## src/rtl/pser_pkg.sv

```systemverilog
package pser_pkg;
  localparam int unsigned LANES  = 3;
  localparam int unsigned SLOTS  = 7;
  localparam int unsigned WORD_W = LANES * SLOTS;
  localparam int unsigned SLOT_W = $clog2(SLOTS);
  // slot 0 is bit 0: four slots high around the boundary, three low mid-period
  localparam logic [SLOTS-1:0] CLK_PATTERN = 7'b1100011;
endpackage

```

## src/rtl/pser_capture.sv

```systemverilog
module pser_capture #(
  parameter int unsigned W = pser_pkg::WORD_W
) (
  input  logic         clk_i,
  input  logic         rst_ni,
  input  logic         pix_clk_i,
  input  logic         rise_sel_i,
  input  logic         active_i,
  input  logic [W-1:0] data_i,
  output logic         load_o,
  output logic [W-1:0] shadow_o
);
  logic pix_q;
  logic edge_seen;

  always_ff @(posedge clk_i or negedge rst_ni) begin
    if (!rst_ni) pix_q <= 1'b0;
    else         pix_q <= pix_clk_i;
  end

  assign edge_seen = rise_sel_i ? (pix_clk_i & ~pix_q) : (~pix_clk_i & pix_q);
  assign load_o    = edge_seen & active_i;

  always_ff @(posedge clk_i or negedge rst_ni) begin
    if (!rst_ni)        shadow_o <= '0;
    else if (!active_i) shadow_o <= '0;
    else if (load_o)    shadow_o <= data_i;
  end

  assert_capture_level_R1: assert property (@(posedge clk_i) disable iff (!rst_ni)
    load_o |-> (pix_clk_i == rise_sel_i && pix_q != rise_sel_i));
  assert_capture_word_R3: assert property (@(posedge clk_i) disable iff (!rst_ni)
    load_o |=> shadow_o == $past(data_i));
endmodule

```

## src/rtl/pser_lane.sv

```systemverilog
module pser_lane #(
  parameter int unsigned SLOTS = pser_pkg::SLOTS
) (
  input  logic             clk_i,
  input  logic             rst_ni,
  input  logic             flush_i,
  input  logic             load_i,
  input  logic [SLOTS-1:0] par_i,
  output logic             ser_o
);
  logic [SLOTS-1:0] sh_q;

  always_ff @(posedge clk_i or negedge rst_ni) begin
    if (!rst_ni)      sh_q <= '0;
    else if (flush_i) sh_q <= '0;
    else if (load_i)  sh_q <= par_i;
    else              sh_q <= {1'b0, sh_q[SLOTS-1:1]};
  end

  assign ser_o = sh_q[0];

  assert_lane_first_slot_R3: assert property (@(posedge clk_i) disable iff (!rst_ni)
    (load_i && !flush_i) |=> ser_o == $past(par_i[0]));
  assert_lane_flush_R5: assert property (@(posedge clk_i) disable iff (!rst_ni)
    flush_i |=> !ser_o);
endmodule

```

## src/rtl/pser_framer.sv

```systemverilog
module pser_framer #(
  parameter int unsigned       SLOTS   = pser_pkg::SLOTS,
  parameter logic [SLOTS-1:0]  PATTERN = pser_pkg::CLK_PATTERN
) (
  input  logic clk_i,
  input  logic rst_ni,
  input  logic flush_i,
  input  logic load_i,
  output logic clk_lane_o
);
  localparam int unsigned SW = (SLOTS > 1) ? $clog2(SLOTS) : 1;
  localparam logic [SW-1:0] LAST = SW'(SLOTS - 1);

  logic [SW-1:0] slot_q;
  logic          run_q;

  always_ff @(posedge clk_i or negedge rst_ni) begin
    if (!rst_ni) begin
      slot_q <= '0;
      run_q  <= 1'b0;
    end else if (flush_i) begin
      slot_q <= '0;
      run_q  <= 1'b0;
    end else if (load_i) begin
      slot_q <= '0;
      run_q  <= 1'b1;
    end else if (slot_q != LAST) begin
      slot_q <= slot_q + 1'b1;
    end
  end

  assign clk_lane_o = run_q & PATTERN[slot_q];

  assert_slot_range_R3: assert property (@(posedge clk_i) disable iff (!rst_ni)
    slot_q <= LAST);
  assert_frame_start_R4: assert property (@(posedge clk_i) disable iff (!rst_ni)
    (load_i && !flush_i) |=> (slot_q == '0 && clk_lane_o == PATTERN[0]));
endmodule

```

## src/rtl/pix_serializer_7to1.sv

```systemverilog
module pix_serializer_7to1 #(
  parameter int unsigned LANES = pser_pkg::LANES,
  parameter int unsigned SLOTS = pser_pkg::SLOTS
) (
  input  logic                   clk_i,
  input  logic                   rst_ni,
  input  logic                   pix_clk_i,
  input  logic [LANES*SLOTS-1:0] pix_data_i,
  input  logic                   strobe_rise_i,
  input  logic                   pd_ni,
  output logic [LANES-1:0]       ser_data_o,
  output logic                   ser_clk_o,
  output logic [LANES:0]         lane_oe_o
);
  localparam int unsigned W = LANES * SLOTS;

  logic         load;
  logic [W-1:0] shadow;
  logic         oe_q;

  always_ff @(posedge clk_i or negedge rst_ni) begin
    if (!rst_ni) oe_q <= 1'b0;
    else         oe_q <= pd_ni;
  end

  assign lane_oe_o = {(LANES+1){oe_q}};

  pser_capture #(.W(W)) u_capture (
    .clk_i      (clk_i),
    .rst_ni     (rst_ni),
    .pix_clk_i  (pix_clk_i),
    .rise_sel_i (strobe_rise_i),
    .active_i   (pd_ni),
    .data_i     (pix_data_i),
    .load_o     (load),
    .shadow_o   (shadow)
  );

  for (genvar l = 0; l < LANES; l++) begin : g_lane
    pser_lane #(.SLOTS(SLOTS)) u_lane (
      .clk_i   (clk_i),
      .rst_ni  (rst_ni),
      .flush_i (!pd_ni),
      .load_i  (load),
      .par_i   (shadow[l*SLOTS +: SLOTS]),
      .ser_o   (ser_data_o[l])
    );
  end

  pser_framer #(.SLOTS(SLOTS)) u_framer (
    .clk_i      (clk_i),
    .rst_ni     (rst_ni),
    .flush_i    (!pd_ni),
    .load_i     (load),
    .clk_lane_o (ser_clk_o)
  );

  assert_pd_quiet_R5: assert property (@(posedge clk_i) disable iff (!rst_ni)
    !pd_ni |=> (lane_oe_o == '0 && ser_data_o == '0 && !ser_clk_o));
  assert_wake_quiet_R6: assert property (@(posedge clk_i) disable iff (!rst_ni)
    $rose(pd_ni) |-> (ser_data_o == '0 && !ser_clk_o));
  assert_oe_follow_R5: assert property (@(posedge clk_i) disable iff (!rst_ni)
    pd_ni |=> lane_oe_o == '1);
endmodule

```

## config.mk

```make
export PLATFORM = sky130hd
export DESIGN_NAME = pix_serializer_7to1
export DESIGN_NICKNAME = d
export VERILOG_FILES = /design/src/rtl/pser_pkg.sv /design/src/rtl/pser_capture.sv /design/src/rtl/pser_lane.sv /design/src/rtl/pser_framer.sv /design/src/rtl/pix_serializer_7to1.sv
export SDC_FILE = /design/constraint.sdc
export NUM_CORES = 1
export LEC_CHECK = 0
export CAP_MARGIN = 20
export CORE_ASPECT_RATIO = 1.25
export CORE_MARGIN = 4
export CORE_UTILIZATION = 48
export CTS_CLUSTER_DIAMETER = 60
export DETAILED_ROUTE_END_ITERATION = 10
export PLACE_DENSITY_LB_ADDON = 0.3
export SKIP_CTS_REPAIR_TIMING = 1
export SYNTH_ARGS = -nofsm -noshare
export SYNTH_HDL_FRONTEND = slang
export SYNTH_HIERARCHICAL = 1
export SYNTH_SLANG_ARGS = --single-unit
```

## constraint.sdc

```tcl
create_clock -name clk_i -period 2.1 [get_ports clk_i]
set_input_delay 0.21 -clock clk_i [delete_from_list [all_inputs] [get_ports clk_i]]
set_output_delay 0.21 -clock clk_i [all_outputs]
set_load 0.01 [all_outputs]
```

==> impl_metrics.json <==
{
  "viasPerCell": 5.40,
  "syn2layout_area_growth_pct": 20.8,
  "p_per_area_nw_per_um2": 698,
  "cts_tree": "yes",
  "drtIter0Drc": 33,
  "cts_sinks": 48,
  "pin_count": 34,
  "synth_fp_nets": 225,
  "nets": 257,
  "wl_met2_um": 2180,
  "rrSetupSlack_ps": 600,
  "drt-pass1-iter-count": 4,
  "clk_latency_ps": 290,
  "setup_viol": 0,
  "critPathLaunch": "u_framer/slot_q[0]",
  "gp_congestion": 0.729,
  "die_h_um": 82.7,
  "crit_type": "reg2out",
  "cp_slowest_cell": "clkdlybuf4s50_1",
  "status": "completed",
  "utilization_pct": 61.7,
  "numCtsBuffers": 5,
  "final_common_cell": "dfrtp_1",
  "p_leak_nw": 1.16,
  "topRoutingLayerUsed": "met4",
  "yosys_warnings": 6,
  "rows": 26,
  "track_usage_pct": 16.9,
  "synthCells": 196,
  "worstMarginPinSlew_ps": 758,
  "ir_drop_uv": 532,
  "grt_max_degree": 26,
  "hp-class": "in2async",
  "r2r-start": "u_capture/pix_q",
  "synthesis.area_um2": 2140,
  "drive_gt1_share_pct": 11.0,
  "grt_pass1_wl_um": 6970,
  "end_kind": "output port",
  "htree_num_levels": 2,
  "cp_max_fo": 4,
  "cp-start-kind": "flop",
  "finalNonFillerCells": 284,
  "path_clk_slew_ps": 80,
  "maxCapViolCount": 0,
  "clockRootBuffer": "clkbuf_8",
  "final_max_slew_viol_count": 0,
  "crit_required_ps": 1890,
  "wire_per_inst_um": 14.7,
  "slew_headroom_pct": 49.4,
  "design.core.area_um2": 4200,
  "port_buffers": 33,
  "fmaxAchievable_mhz": 534,
  "ys_types": 28,
  "clock_path_buffers": 2,
  "dieArea_um2": 5610,
  "ys_seq_area_share_pct": 56.0,
  "mostFrequentLayoutCells": "dfrtp_1, clkdlybuf4s50_1, nand3_1, nor2_1",
  "diodes": 0,
  "via_count": 1533,
  "hpwl_um": 2800,
  "r2r_end": "g_lane[1].u_lane/sh_q[3]",
  "cp_slowest_stage_delay_ps": 520,
  "setup_ws_ps": 226,
  "min_period_ps": 1870,
  "crit_chain": "inv_1, ha_1, nand2_1, o211a_1, clkdlybuf4s50_1",
  "ff2ff_path_depth": 5,
  "fin_crit_sh_pct": 89.2,
  "fin_setup_tns_ps": 0,
  "drc_errors": 0,
  "worstPathArrival_ps": 1660,
  "ys_ff_latch": 48,
  "rsz0062_at_grt": "false",
  "wl_met1_um": 1790,
  "ant_nets": 0,
  "met3_length_um": 155,
  "grt_remaining_overflow": 0,
  "routed_wl_um": 4180,
  "die_w_um": 67.8,
  "start_util_pct": 51.1,
  "antenna_found_initial": 0,
  "hold_violations": 0,
  "syn_avg_cell_area_um2": 10.9,
  "finClkSkew_ps": 2.32,
  "grt_pass1_vias": 1536,
  "placedCellCount": 276,
  "endpoint": "ser_clk_o",
  "place_ws_ps": 193
}
[synth_stat cells (all sizes together)]
| cell | count | share of area, % |
|---|---|---|
| o211a | 1 | 0.47 |
| clkbuf | 2 | 0.35 |
| buf | 16 | 6.2 |
| mux2i | 18 | 8.4 |
| a211oi | 2 | 0.93 |
| and4b | 1 | 0.47 |
| nor3 | 1 | 0.23 |
| a31oi | 3 | 0.88 |
| nand2 | 2 | 0.35 |
| inv | 4 | 0.70 |
| nor2 | 21 | 3.7 |
| a21o | 2 | 0.70 |
| ha | 3 | 1.8 |
| a21oi | 21 | 5.1 |
| and3b | 4 | 1.8 |
| nor4 | 1 | 0.58 |
| nor4bb | 1 | 0.47 |
| o21ai | 21 | 4.9 |
| dfrtp | 48 | 56 |
| nand3 | 22 | 5.1 |
| a21bo | 1 | 0.47 |
| o21a | 1 | 0.41 |
[critical path, delay by kind of cell (launching register included)]
family,cells,cell delay [ps]
AOI/OAI and AO/OA,1,130
adders and majority gates,1,190
buffers and inverters,2,600
DFF,1,390
and+or+nand+nor,1,60
[routing by layer]
metal	vias up	GRT usage, %
met5	-	0
met4	0	6.56
met3	5	5.01
met2	24	28.4
met1	760	20.4
li1	744	-
[report_power, final]
part / switching, W / total, W / internal (W)
registers: 0.0000244 / 0.000986 / 0.000962
clock network: 0.000281 / 0.000575 / 0.000293
logic: 0.000126 / 0.000246 / 0.000120
total: 0.000432 / 0.00181 / 0.00137
[through the flow]
step | power, W | hold WS, ps | area [um2]
finish | 0.00181 | 305 | 2590
global route | 0.00190 | 313 | 2590
CTS | 0.00183 | -230 | 2580
detailed placement | 0.00125 | 96.5 | 2480
global placement | 0.00125 | 95.7 | 2480
floorplan | 0.00115 | -85.6 | 2140
[kinds of logic after synthesis]
logic type	Yosys count	synth area share (%)
mux	18	8.40
flops	48	56.0
fa+ha+maj	3	1.75
compound gates	52	13.8
buf+inv	22	7.29
simple gates	53	12.7
[worst min-delay path by stage]
stage / slack [ps] / end / from
2_1_floorplan: -90 / g_lane[0].u_lane/sh_q[0] / rst_ni
3_3_place_gp: 100 / u_framer/slot_q[1] / rst_ni
3_5_place_dp: 100 / u_framer/slot_q[1] / rst_ni
4_1_cts: -230 / u_framer/slot_q[1] / rst_ni
5_1_grt: 310 / u_framer/slot_q[1] / rst_ni
6_report: 310 / u_framer/run_q / rst_ni
[area by class of cell]
class                      count  area [um2]
sequential                    48        1200
clock buffer                   7        96.3
inverter                       4        15.0
fill                         354        1610
timing repair buffer          43         415
multi-input combinational    126         792
tap                           56        70.1
[state kept, by name (all words and copies together), names as in the netlist]
signal / count
u_capture/pix_q: 1
u_capture/shadow_o: 21
g_lane.u_lane/sh_q: 21
u_framer/run_q: 1
u_framer/slot_q: 3
oe_q: 1
(Power assumes the default switching activity.)
